**src/rtl/rtm_pkg.sv**
```systemverilog
package rtm_pkg;
   typedef enum logic [2:0] {
      ST_M0 = 3'd0,
      ST_M1 = 3'd1,
      ST_M2 = 3'd2,
      ST_M3 = 3'd3,
      ST_M4 = 3'd4
   } hs_state_t;

   localparam int NUM_IN   = 4;
   localparam int IDX_PRES = 0;
   localparam int IDX_HDL  = 1;
   localparam int IDX_MPG  = 2;
   localparam int IDX_PPG  = 3;
endpackage

```
**src/rtl/rtm_tick_gen.sv**
```systemverilog
module rtm_tick_gen #(
   parameter int TICK_DIV = 50000
) (
   input  logic clk,
   input  logic rst_n,
   output logic tick
);
   localparam int CW = (TICK_DIV > 1) ? $clog2(TICK_DIV) : 1;

   logic [CW-1:0] cnt;

   generate
      if (TICK_DIV < 2) begin : g_bad_div
         $error("rtm_tick_gen: TICK_DIV must be at least 2");
      end
   endgenerate

   always_ff @(posedge clk or negedge rst_n) begin
      if (!rst_n) begin
         cnt  <= '0;
         tick <= 1'b0;
      end else if (cnt == CW'(TICK_DIV - 1)) begin
         cnt  <= '0;
         tick <= 1'b1;
      end else begin
         cnt  <= cnt + 1'b1;
         tick <= 1'b0;
      end
   end
endmodule

```
**src/rtl/rtm_in_cond.sv**
```systemverilog
module rtm_in_cond #(
   parameter bit DEBOUNCE = 1'b1,
   parameter int DEB_CYC  = 16
) (
   input  logic clk,
   input  logic rst_n,
   input  logic raw,
   output logic lvl
);
   localparam int CW = $clog2(DEB_CYC + 1);

   logic s1, s2;

   generate
      if (DEB_CYC < 1) begin : g_bad_deb
         $error("rtm_in_cond: DEB_CYC must be at least 1");
      end
   endgenerate

   always_ff @(posedge clk or negedge rst_n) begin
      if (!rst_n) begin
         s1 <= 1'b0;
         s2 <= 1'b0;
      end else begin
         s1 <= raw;
         s2 <= s1;
      end
   end

   generate
      if (DEBOUNCE) begin : g_deb
         logic [CW-1:0] cnt;
         logic          stab;
         always_ff @(posedge clk or negedge rst_n) begin
            if (!rst_n) begin
               cnt  <= '0;
               stab <= 1'b0;
            end else if (s2 == stab) begin
               cnt <= '0;
            end else if (cnt == CW'(DEB_CYC - 1)) begin
               cnt  <= '0;
               stab <= s2;
            end else begin
               cnt <= cnt + 1'b1;
            end
         end
         assign lvl = stab;
      end else begin : g_sync_only
         assign lvl = s2;
      end
   endgenerate
endmodule

```
**src/rtl/rtm_seq_fsm.sv**
```systemverilog
module rtm_seq_fsm
   import rtm_pkg::*;
#(
   parameter int TMO_W = 16
) (
   input  logic             clk,
   input  logic             rst_n,
   input  logic             tick,
   input  logic             present,
   input  logic             handle,
   input  logic             mp_good,
   input  logic             pp_good,
   input  logic             act_req,
   input  logic             deact_req,
   input  logic [TMO_W-1:0] tmo_ms,
   output hs_state_t        state,
   output logic             dead,
   output logic             red
);
   hs_state_t        nxt;
   logic             fail;
   logic             mp_seen;
   logic [TMO_W-1:0] tcnt;
   logic             tmo;

   assign tmo = (tcnt >= tmo_ms);

   always_comb begin
      nxt  = state;
      fail = 1'b0;
      unique case (state)
         ST_M0: if (!dead) nxt = ST_M1;
         ST_M1: begin
            if (mp_good && handle) nxt = ST_M2;
            else if (!mp_seen && !mp_good && tmo) fail = 1'b1;
         end
         ST_M2: begin
            if (!mp_good) fail = 1'b1;
            else if (act_req) nxt = ST_M3;
         end
         ST_M3: begin
            if (!mp_good) fail = 1'b1;
            else if (pp_good) nxt = ST_M4;
            else if (tmo) fail = 1'b1;
         end
         ST_M4: begin
            if (!mp_good) fail = 1'b1;
            else if (deact_req) nxt = ST_M1;
         end
         default: nxt = ST_M0;
      endcase
      if (!present) begin
         nxt  = ST_M0;
         fail = 1'b0;
      end else if (fail) begin
         nxt = ST_M0;
      end
   end

   always_ff @(posedge clk or negedge rst_n) begin
      if (!rst_n) begin
         state   <= ST_M0;
         dead    <= 1'b0;
         red     <= 1'b0;
         mp_seen <= 1'b0;
         tcnt    <= '0;
      end else begin
         state <= nxt;
         if (nxt != state) tcnt <= '0;
         else if (tick && !tmo) tcnt <= tcnt + 1'b1;
         if (nxt != ST_M1) mp_seen <= 1'b0;
         else if (mp_good) mp_seen <= 1'b1;
         if (!present) dead <= 1'b0;
         else if (fail) dead <= 1'b1;
         if (fail) red <= 1'b1;
         else if (nxt == ST_M4 && state != ST_M4) red <= 1'b0;
      end
   end
endmodule

```
**src/rtl/rtm_pwr_seq.sv**
```systemverilog
module rtm_pwr_seq
   import rtm_pkg::*;
#(
   parameter int TICK_DIV = 50000,
   parameter int DEB_CYC  = 16,
   parameter int TMO_W    = 16
) (
   input  logic             clk,
   input  logic             rst_n,
   input  logic             pres_n_pin,
   input  logic             handle_pin,
   input  logic             mp_good_pin,
   input  logic             pp_good_pin,
   input  logic             act_req,
   input  logic             deact_req,
   input  logic [3:0]       cfg_inv,
   input  logic [TMO_W-1:0] cfg_timeout_ms,
   output logic             mp_en_pin,
   output logic             pp_en_pin,
   output logic             i2c_buf_en,
   output logic             led_blue,
   output logic             led_red,
   output logic             led_green,
   output logic [2:0]       mstate,
   output logic             dead
);
   logic [NUM_IN-1:0] raw_in;
   logic [NUM_IN-1:0] cond_lvl;
   logic              tick;
   hs_state_t         st;
   logic              mp_en_l, pp_en_l;

   generate
      if (TMO_W < 1 || TMO_W > 32) begin : g_bad_tmo
         $error("rtm_pwr_seq: TMO_W must be 1 to 32");
      end
   endgenerate

   assign raw_in[IDX_PRES] = ~pres_n_pin;
   assign raw_in[IDX_HDL]  = handle_pin;
   assign raw_in[IDX_MPG]  = mp_good_pin ^ cfg_inv[1];
   assign raw_in[IDX_PPG]  = pp_good_pin ^ cfg_inv[3];

   for (genvar i = 0; i < NUM_IN; i++) begin : g_in
      rtm_in_cond #(
         .DEBOUNCE (i == IDX_PRES || i == IDX_HDL),
         .DEB_CYC  (DEB_CYC)
      ) u_cond (
         .clk   (clk),
         .rst_n (rst_n),
         .raw   (raw_in[i]),
         .lvl   (cond_lvl[i])
      );
   end

   rtm_tick_gen #(.TICK_DIV(TICK_DIV)) u_tick (
      .clk   (clk),
      .rst_n (rst_n),
      .tick  (tick)
   );

   rtm_seq_fsm #(.TMO_W(TMO_W)) u_fsm (
      .clk       (clk),
      .rst_n     (rst_n),
      .tick      (tick),
      .present   (cond_lvl[IDX_PRES]),
      .handle    (cond_lvl[IDX_HDL]),
      .mp_good   (cond_lvl[IDX_MPG]),
      .pp_good   (cond_lvl[IDX_PPG]),
      .act_req   (act_req),
      .deact_req (deact_req),
      .tmo_ms    (cfg_timeout_ms),
      .state     (st),
      .dead      (dead),
      .red       (led_red)
   );

   assign mp_en_l    = (st != ST_M0);
   assign pp_en_l    = (st == ST_M3) || (st == ST_M4);
   assign mp_en_pin  = mp_en_l ^ cfg_inv[0];
   assign pp_en_pin  = pp_en_l ^ cfg_inv[2];
   assign i2c_buf_en = pp_en_l;
   assign led_blue   = (st != ST_M4);
   assign led_green  = (st == ST_M4);
   assign mstate     = st;
endmodule

```
**config.mk**
```make
export PLATFORM = sky130hd
export DESIGN_NAME = rtm_pwr_seq
export DESIGN_NICKNAME = d
export VERILOG_FILES = /design/src/rtl/rtm_pkg.sv /design/src/rtl/rtm_tick_gen.sv /design/src/rtl/rtm_in_cond.sv /design/src/rtl/rtm_seq_fsm.sv /design/src/rtl/rtm_pwr_seq.sv
export SDC_FILE = /design/constraint.sdc
export NUM_CORES = 1
export LEC_CHECK = 0
export BUFFER_PORTS_ARGS = -buffer_cell sky130_fd_sc_hd__buf_4
export CORE_MARGIN = 2
export CORE_UTILIZATION = 58
export DETAILED_ROUTE_END_ITERATION = 10
export PLACE_DENSITY_LB_ADDON = 0.15
export SLEW_MARGIN = 20
export SYNTH_ARGS = -nofsm -noshare
export SYNTH_HDL_FRONTEND = slang
export SYNTH_SLANG_ARGS = --single-unit
```
**constraint.sdc**
```tcl
create_clock -name clk -period 3.2 [get_ports clk]
set_clock_uncertainty 0.2 [all_clocks]
set_input_delay 0.48 -clock clk [delete_from_list [all_inputs] [get_ports clk]]
set_output_delay 0.48 -clock clk [all_outputs]
set_load 0.02 [all_outputs]
```
; ---- Word-level counts from Yosys, hierarchy flattened
; Index checks and enable logic that the tools add are counted.
[word_totals]
reg_bits = 59
latch_bits = 0
ramBits = 0
rom_bits = 0
in_bits = 28
output_inout_bits = 10
wordCells = 95
mem_count = 0
[classes]
n_addsub = 4
n_mul = 0
div_mod_pow = 0
n_lt_le_gt_ge = 1
eq_ne = 14
shifts = 0
muxes = 33
bitwise = 7
n_reduce_logical = 17
[ops]
columns = cell, n
row1 = $mux W16, 3
row2 = $add A16 B1 Y16 const B, 2
row3 = $mux W3, 10
row4 = $mux W5, 4
row5 = $eq A16 B16 Y1 const B, 1
row6 = $ge A16 B16 Y1, 1
row7 = $pmux W3 S5, 1
row8 = $mux W1, 14
row9 = $add A5 B1 Y5 const B, 2
row10 = $eq A5 B4 Y1 const B, 2
row11 = $eq A3 B2 Y1 const B, 2
row12 = $eq A3 B3 Y1 const B, 2
row13 = $reduce_bool A2 Y1, 3
row14 = $logic_and A1 B1 Y1, 5
row15 = $reduce_and A2 Y1, 2
row16 = $xor A1 B1 Y1, 4
row17 = $eq A3 B1 Y1 const B, 1
row18 = $logic_not A1 Y1, 3
row19 = $logic_not A3 Y1, 1
row20 = $ne A3 B1 Y1 const B, 1
row21 = $ne A3 B3 Y1, 1
row22 = $ne A3 B3 Y1 const B, 1
row23 = $not A1 Y1, 3
row24 = $pmux W1 S3, 1
row25 = 5 further kinds, 6

; ---- Logic depth before layout (Yosys ltp)
; Gate-level depths: netlist of run 1.
[logic_depth]
depth_word = 12
ltp_mapped = 9

; ---- Modules after synthesis
; A second synthesis of run 1 with hierarchy kept.
[unflattened]
cells_unflattened = 332
hier_area_um2 = 3559.7
[modules_own_cells]
columns = mod, n_inst, cells_each, area_per_inst_um2
row1 = rtm_seq_fsm, 1, 204, 1976.9
row2 = rtm_tick_gen, 1, 68, 787.0
row3 = rtm_in_cond (g_in[0].u_cond ...), 2, 23, 311.5
row4 = rtm_in_cond (g_in[2].u_cond ...), 2, 2, 50.0
row5 = rtm_pwr_seq, 1, 10, 72.6

; ---- Worst setup path after synthesis of run 1
; Ideal clock, no wire load.
[synth_path]
kind = input -> register
start = input cfg_timeout_ms[14]
end = register u_fsm.tcnt[11]
setup_ns = 0.094
arrival_ns = 2.263
path_slack_ns = 0.643
path_stages = 8
path_buffers = 0
cell_sequence = inv_1 -> ha_1 -> a21oi_2 -> a21boi_1 -> nor4b_4 -> o211ai_4 -> or4_1 -> a211oi_1
[synth_via]
elab_chain_cells = 9
word_cells_on_any_way = 15
classes_between = 1 x order compare / 1 x eq/ne / 9 x mux / 4 x reduce/logical
[synth_lines]
columns = item, line
row1 = start: declaration, rtm_pwr_seq.sv:17  ; input logic [TMO_W-1:0] cfg_timeout_ms,
row2 = $ge A16 B16 Y1 *, rtm_seq_fsm.sv:26  ; assign tmo = (tcnt >= tmo_ms);
row3 = $mux W1 or $logic_and A1 B1 Y1 (tied branches), "rtm_seq_fsm.sv:44, rtm_seq_fsm.sv:35"
row4 = $mux W1 (on tied branches), "rtm_seq_fsm.sv:43, rtm_seq_fsm.sv:35"
row5 = $mux W1 (on tied branches), "rtm_seq_fsm.sv:42, rtm_seq_fsm.sv:34"
row6 = $pmux W1 S3, rtm_seq_fsm.sv:31  ; unique case (state)
row7 = $mux W3, rtm_seq_fsm.sv:55  ; end else if (fail) begin
row8 = $mux W3, rtm_seq_fsm.sv:52  ; if (!present) begin
row9 = $ne A3 B3 Y1, rtm_seq_fsm.sv:69  ; if (nxt != state) tcnt <= '0;
row10 = $mux W16 or $reduce_bool A2 Y1 (tied branches), n/a
row11 = end signal: assignment, rtm_seq_fsm.sv:70  ; else if (tick && !tmo) tcnt <= tcnt + 1'b1;
row12 = end: declaration, rtm_seq_fsm.sv:23  ; logic [TMO_W-1:0] tcnt;
; Every way passes the cells marked *; elsewhere a longest branch is shown, timed or not.
; A chain may end at the register's enable or synchronous reset.

; ---- Worst setup path in the final report of run 1
[layout_path]
start = register u_fsm.tcnt[2]
end = register u_fsm.tcnt[11]
[layout_via]
elab_chain_cells = 9
word_cells_on_any_way = 17
classes_between = 1 x add/sub / 1 x order compare / 1 x eq/ne / 10 x mux / 4 x reduce/logical
[layout_lines]
columns = item, line
row1 = $ge A16 B16 Y1, rtm_seq_fsm.sv:26
row2 = $mux W1 or $logic_and A1 B1 Y1 (tied branches), "rtm_seq_fsm.sv:44, rtm_seq_fsm.sv:35"
row3 = $mux W1 (on tied branches), "rtm_seq_fsm.sv:43, rtm_seq_fsm.sv:35"
row4 = $mux W1 (on tied branches), "rtm_seq_fsm.sv:42, rtm_seq_fsm.sv:34"
row5 = $pmux W1 S3, rtm_seq_fsm.sv:31
row6 = $mux W3, rtm_seq_fsm.sv:55
row7 = $mux W3, rtm_seq_fsm.sv:52
row8 = $ne A3 B3 Y1, rtm_seq_fsm.sv:69
row9 = $mux W16 or $reduce_bool A2 Y1 (tied branches), n/a
; Several ways; a longest one is shown, not always the timed one. The select of a mux whose other input is x is not followed.

==> results.ini, run 1 <==
[route]
wl_per_cell_um = 14.20
drt_iter0_markers = 107
antenna_left = 0
vias = 2528
drt-pass1-iter-count = 4
wl_mm = 6.305
route.detailed.drc = 0
routed_via_density = 5.694

[die]
die_h_um = 79.25
dieArea_sq_um = 6281
rows = 27
io_pins = 38
core_sq_um = 5473
fp.dieW_um = 79.25
start_util_pct = 60.01

[power_and_ir_drop]
vdd_drop_max_mv = 0.2309
power_frac_clock_pct = 40.4
switching_share_pct = 24.52
p_sw_w = 0.0003494
comb_power_share_pct = 5.5
total_power_w = 0.001425
p_int_w = 0.001075
power.density_nw_per_um2 = 376.2
p_leak_nw = 1.777
power.share.sequential_pct = 54.0

[cts]
clk_pin_slew_worst_paths_ns = 0.07
cts_sinks = 59
ctsHtreeMaxLevel = 3
cts_tree = built
clock_path_buffers = 2
numCtsBuffers = 9
post_cts_buffers = 0
cts_root_buf = clkbuf_8
hold_buffers = 0
cts_resized = 0
clk_latency_ns = 0.33

[timing]
timing.fmax_mhz = 354.4
fin_tns_setup_ns = 0
hold_viol_final = 0
worst_pin_slew_ns = 0.8968
fin_crit_ns = 2.821
timing.slew.headroom_pct = 40.21
finalCritPeriodShare_pct = 88.17
rsz0062_at_grt = false
slew_viol_final = 0
setup_violations = 0

[setup_path]
r2r_cells = 7
crit_fanout = 26
start_kind = flop
cp_cell_sequence = ha_1, a211o_1, a31oi_1, o31a_2, o211ai_4, or4_1, a211oi_1
reg2reg_from = u_fsm.tcnt[2]$_DFFE_PN0P_
timing.rr.end = u_fsm.tcnt[11]$_DFFE_PN0P_
crit_path_max_incr_delay_ns = 0.57
cp_slowest_cell = or4_1
worstSetupPathType = flop to flop
cp.required_ns = 3.23
cp.arrival_ns = 2.86
r2r_setup_slack_ns = 0.38
critPathCaptureType = flop

[run_status]
status = completed

[grt]
grt_antenna_before_repair = 0
grt_max_degree = 60
overflow = 0
grt_pass1_vias = 2454
grt_usage_pct = 22.12
grt_pass1_wl_mm = 10.85

[synth]
synth_fp_nets = 374
synth_top_cell_area_share_pct = 44.95
synthCells = 326
synth_warnings = 0
synthDistinctLibCells = 54
synth.avg_cell_area_sq_um = 10.07
seq_area_frac_synth_pct = 44.95
ys_ff_latch = 59
yosysTopAreaCell = dfrtp_1
synthArstFlopShare_pct = 100.0
syn-cell-area_sq_um = 3284
synth_area_leaders = dfrtp_1, ha_1, xor2_1
synth-edff-count = 0
synthFlopType = dfrtp_1

[placed_design]
portBuffers = 37
hpwl_mm = 4.520
gp_congestion = 0.8879

[finish]
syn2layout_area_growth_pct = 15.31
n_antenna_cell = 0
finalNetCount = 415
layout-drive-gt1-share_pct = 20.16

[min_path]
hold_class = input port to asynchronous set/reset pin

[job]
maxCapViolCount = 0

-- cells by family after synthesis --
logic type	share of synthesized area (%)
AO/OA/AOI/OAI	15.47
AND/OR/NAND/NOR	20.69
XOR/XNOR	5.867
multiplexers	0.9904
flip-flops	44.95
adder cells (fa/ha/maj)	7.619
buffers and inverters	4.419
-- final cells by class --
cell class	count	area (sq um)
fill	410	1685
multi-input combinational	234	1669
inverter	24	90.09
timing repair buffer	39	292.8
tap	72	90.09
clock buffer	9	123.9
sequential	59	1476
clock inverter	7	45.04
-- cells in the final DEF, fill, tap and decap left out, drive strengths merged, types with 2 or more instances in the layout --
cell type / count
nor2: 20
a21o: 2
or3: 11
a211oi: 14
o31ai: 7
o21ai: 16
mux2: 2
o21bai: 4
xor2: 15
o211ai: 2
nand2: 23
nand3: 15
nor4: 2
and3: 4
ha: 20
a211o: 2
dfrtp: 59
buf: 39
clkbuf: 9
a22o: 3
nand4: 10
nand2b: 3
or4: 6
o21a: 2
clkinv: 6
a21oi: 10
inv: 24
nor2b: 6
a31oi: 2
xnor2: 7
nor3: 8
and2: 4
-- synth_stat cells, types with 2 or more instances --
master / count
xor2_1: 15
buf_6: 2
nand3_1: 15
or3_1: 11
and2_1: 4
a31oi_1: 2
ha_1: 20
a211oi_2: 2
nor2_1: 20
a211oi_1: 12
o31ai_1: 7
o21ai_0: 15
nand2b_1: 3
dfrtp_1: 59
o21a_1: 2
a21o_1: 2
inv_1: 22
a21oi_1: 8
and3_1: 3
nor3_2: 3
mux2_2: 2
nor4_1: 2
inv_2: 2
buf_2: 2
nor3_1: 5
a211o_1: 2
or4_1: 6
a21oi_2: 2
nand2_1: 23
o21bai_1: 4
clkbuf_1: 4
nor2b_1: 6
xnor2_1: 7
nand4_1: 10
a22o_1: 3
-- flip-flops by register name, indices dropped and copies added, names as in the netlist, 2 cells and up --
register and flops:
u_tick.cnt 16, g_in.u_cond.s1 4, u_fsm.state 3, g_in.u_cond.s2 2, u_fsm.tcnt 16, g_in.u_cond.g_deb.cnt 10, g_in.u_cond.lvl 4
-- critical path: cells and delay by family (launching register included) --
family / cells / cell delay, ns
compound gates: 5 / 1.18
fa+ha+maj: 1 / 0.31
flops: 1 / 0.45
simple gates: 1 / 0.57
-- power groups by stage --
stage	Clock (W)	Combinational, W	Sequential (W)
2_1_floorplan	0	0.0000334	0.000779
3_3_place_gp	0	0.0000781	0.000784
3_5_place_dp	0	0.0000798	0.000784
4_1_cts	0.000590	0.0000808	0.000770
5_1_grt	0.000627	0.0000905	0.000771
6_report	0.000576	0.0000788	0.000770
-- per-stage QoR --
step           util (%)  instances  instance area, sq um  hold WS, ns  worst slack, ns
2_1_floorplan         -        326                  3284     -0.01559           0.6429
3_3_place_gp      66.00        428                  3612       0.1348           0.1713
3_5_place_dp      66.00        428                  3612       0.1370           0.1514
4_1_cts           69.09        444                  3781      0.03584           0.3099
5_1_grt           69.20        444                  3787      0.04308           0.2344
6_report          69.20        444                  3787     0.002263           0.3786
-- worst max path at each step --
stage	from	endpoint	slack [ns]	cells after the start
after floorplan	cfg_timeout_ms[14]	u_fsm.tcnt[11]$_DFFE_PN0P_	0.64	8
after global placement	cfg_timeout_ms[14]	u_fsm.tcnt[9]$_DFFE_PN0P_	0.17	9
after detailed placement	cfg_timeout_ms[7]	u_fsm.tcnt[5]$_DFFE_PN0P_	0.15	8
after CTS	u_fsm.tcnt[2]$_DFFE_PN0P_	u_fsm.tcnt[11]$_DFFE_PN0P_	0.31	7
after global routing	u_fsm.tcnt[14]$_DFFE_PN0P_	u_fsm.tcnt[11]$_DFFE_PN0P_	0.23	7
final	u_fsm.tcnt[2]$_DFFE_PN0P_	u_fsm.tcnt[11]$_DFFE_PN0P_	0.38	7
-- metal layers --
metal  wire length (um)  vias up  share of wire [%]  global-route usage [%]
li1                   -     1266                  -                       -
met5                  0        -                  0                       0
met2               2984       47                 47                   34.49
met1               2988     1210                 47                   30.43
met4                 60        0               0.95                   7.414
met3                272        5                4.3                   5.341
Power figures use the tool's default switching activity.
==> inputs of run 2 (changes only) <==
--- a/config.mk
+++ b/config.mk
@@ -5,6 +5,7 @@
 export SDC_FILE = /design/constraint.sdc
 export NUM_CORES = 1
 export LEC_CHECK = 0
+export ABC_CLOCK_PERIOD_IN_PS = 3200
 export BUFFER_PORTS_ARGS = -buffer_cell sky130_fd_sc_hd__buf_4
 export CORE_MARGIN = 2
 export CORE_UTILIZATION = 58
==> constraint.sdc (replaced) <==
create_clock -name clk -period 3.2 [get_ports clk]
set_clock_uncertainty 0.2 [all_clocks]
set_input_delay 0.16 -clock clk [delete_from_list [all_inputs] [get_ports clk]]
set_output_delay 0.16 -clock clk [all_outputs]
set_load 0.02 [all_outputs]
==> results.ini, run 2 (synthesized netlist as in run 1, its figures left out) <==
[grt]
grt_usage_pct = 23.11
grt_pass1_wl_mm = 11.20
grt_max_degree = 60
overflow = 0
grt_antenna_before_repair = 0
grt_pass1_vias = 2486

[timing]
hold_viol_final = 0
worst_pin_slew_ns = 0.9214
timing.slew.headroom_pct = 38.58
slew_viol_final = 0
hold_slack_ns = 0.07482
rsz0062_at_grt = false
fin_tns_setup_ns = 0
fin_crit_ns = 2.813
timing.fmax_mhz = 355.5
setup_violations = 0
finalCritPeriodShare_pct = 87.90

[die]
fp.dieW_um = 79.25
dieArea_sq_um = 6281
core_sq_um = 5473
die_h_um = 79.25
rows = 27
io_pins = 38
start_util_pct = 60.01

[cts]
clock_path_buffers = 2
cts_sinks = 59
cts_resized = 0
clk_pin_slew_worst_paths_ns = 0.08
numCtsBuffers = 9
cts_tree = built
clk_latency_ns = 0.35
ctsHtreeMaxLevel = 3
cts_root_buf = clkbuf_8

[route]
antenna_left = 0
met1_length_mm = 2.976
drt_iter0_markers = 159
wl_per_cell_um = 14.48
routed_via_density = 5.629
routed.top_layer = met4
wl_mm = 6.560
dr_wl_met2_mm = 3.176
dr_wl_met3_um = 304
vias = 2550
route.detailed.drc = 0
drt-pass1-iter-count = 5

[power_and_ir_drop]
power.density_nw_per_um2 = 396.0
power_frac_clock_pct = 44.4
switching_share_pct = 24.43
comb_power_share_pct = 5.8
p_leak_nw = 1.823
p_sw_w = 0.0003779
power.share.sequential_pct = 49.8
vdd_drop_max_mv = 0.2903
p_int_w = 0.001169

[placed_design]
hpwl_mm = 4.542
portBuffers = 37
gp_congestion = 0.8383
place_area_sq_um = 3626

[job]
maxCapViolCount = 0

[setup_path]
critPathCaptureType = flop
cp.arrival_ns = 2.86
worstSetupPathType = flop to flop
start_kind = flop
crit_fanout = 26
cp.required_ns = 3.25

[finish]
layout.area.seq_sq_um = 1476
finalInstanceArea_sq_um = 3906
final_common_cell = dfrtp_1
largestRegisters = u_fsm.tcnt: 16 flops, u_tick.cnt: 16 flops, g_in.u_cond.g_deb.cnt: 10 flops
most-common-layout-cells = dfrtp_1, buf_4, nand2_1, inv_1
multi_input_area_sq_um = 1669
syn2layout_area_growth_pct = 18.93
finalNetCount = 424
utilization_pct = 71.38
layout-drive-gt1-share_pct = 19.95
fill_cells = 434
n_antenna_cell = 0

[min_path]
hold_class = input port to flop

[run_status]
status = completed

[run 2: cell count changes in the layout (fill, tap and decap cells not counted)]
cell,change
bufinv_16,+1
clkinvlp_4,+1
dlygate4sd3_1,+8
buf_4,+1
clkinv_2,-3
inv_6,+1
[run 2: worst max-delay path, stage by stage (launching register included)]
cell and delay, ns:
dfrtp_1 0.41, ha_1 0.34, a21oi_2 0.14, a21boi_1 0.11, nor4b_4 0.39, o211ai_4 0.29, or4_1 0.56, a211oi_1 0.28
[run 2: cell type report]
| class | instances | area share (%) |
|---|---|---|
| well taps | 72 | 2.306 |
| repair buffers | 48 | 9.737 |
| multi-input cells | 234 | 42.73 |
| clock buffers | 9 | 3.171 |
| clock inverters | 7 | 1.954 |
| inverters | 24 | 2.306 |
| flip-flops and latches | 59 | 37.80 |
[run 2: path summary, 6_finish.rpt]
path                                             start                          end  slack, ns  cells past startpoint
max                         u_fsm.tcnt[14]$_DFFE_PN0P_   u_fsm.tcnt[13]$_DFFE_PN0P_       0.39                      7
min reg2reg                g_in[0].u_cond.s1$_DFF_PN0_  g_in[0].u_cond.s2$_DFF_PN0_       0.16                      0
max reg2reg                 u_fsm.tcnt[14]$_DFFE_PN0P_   u_fsm.tcnt[13]$_DFFE_PN0P_       0.39                      7
min in group asynchronous                        rst_n     u_fsm.state[1]$_DFF_PN0_       0.20                      2
max in group asynchronous                        rst_n    u_fsm.tcnt[5]$_DFFE_PN0P_       2.09                      2
min                                            act_req     u_fsm.state[0]$_DFF_PN0_       0.07                      4
[run 2: layer usage]
metal	up-vias	track usage, %
li1	1276	-
met3	9	6.932
met5	-	0
met1	1214	29.06
met4	0	8.276
met2	51	37.88
[run 2: timing repair]
item                      4_1_cts  5_1_grt
hold buffers                    8        0
setup buffers                   0        0
hold endpoints to repair       64        0
[run 2: power by group through the flow]
| stage | Clock [W] | Combinational (W) | Sequential, W |
|---|---|---|---|
| floorplan | 0 | 0.0000334 | 0.000779 |
| global placement | 0 | 0.0000782 | 0.000784 |
| detailed placement | 0 | 0.0000803 | 0.000784 |
| CTS | 0.000697 | 0.0000908 | 0.000770 |
| global route | 0.000732 | 0.000102 | 0.000772 |
| finish | 0.000687 | 0.0000901 | 0.000770 |
[run 2: metrics by stage]
| step | worst slack [ns] | power (W) | std cells |
|---|---|---|---|
| after global routing | 0.2271 | 0.001605 | 453 |
| after global placement | 0.4095 | 0.0008620 | 429 |
| after floorplan | 0.7359 | 0.0008129 | 326 |
| after CTS | 0.3709 | 0.001558 | 453 |
| after detailed placement | 0.3933 | 0.0008644 | 429 |
| final | 0.3872 | 0.001547 | 453 |
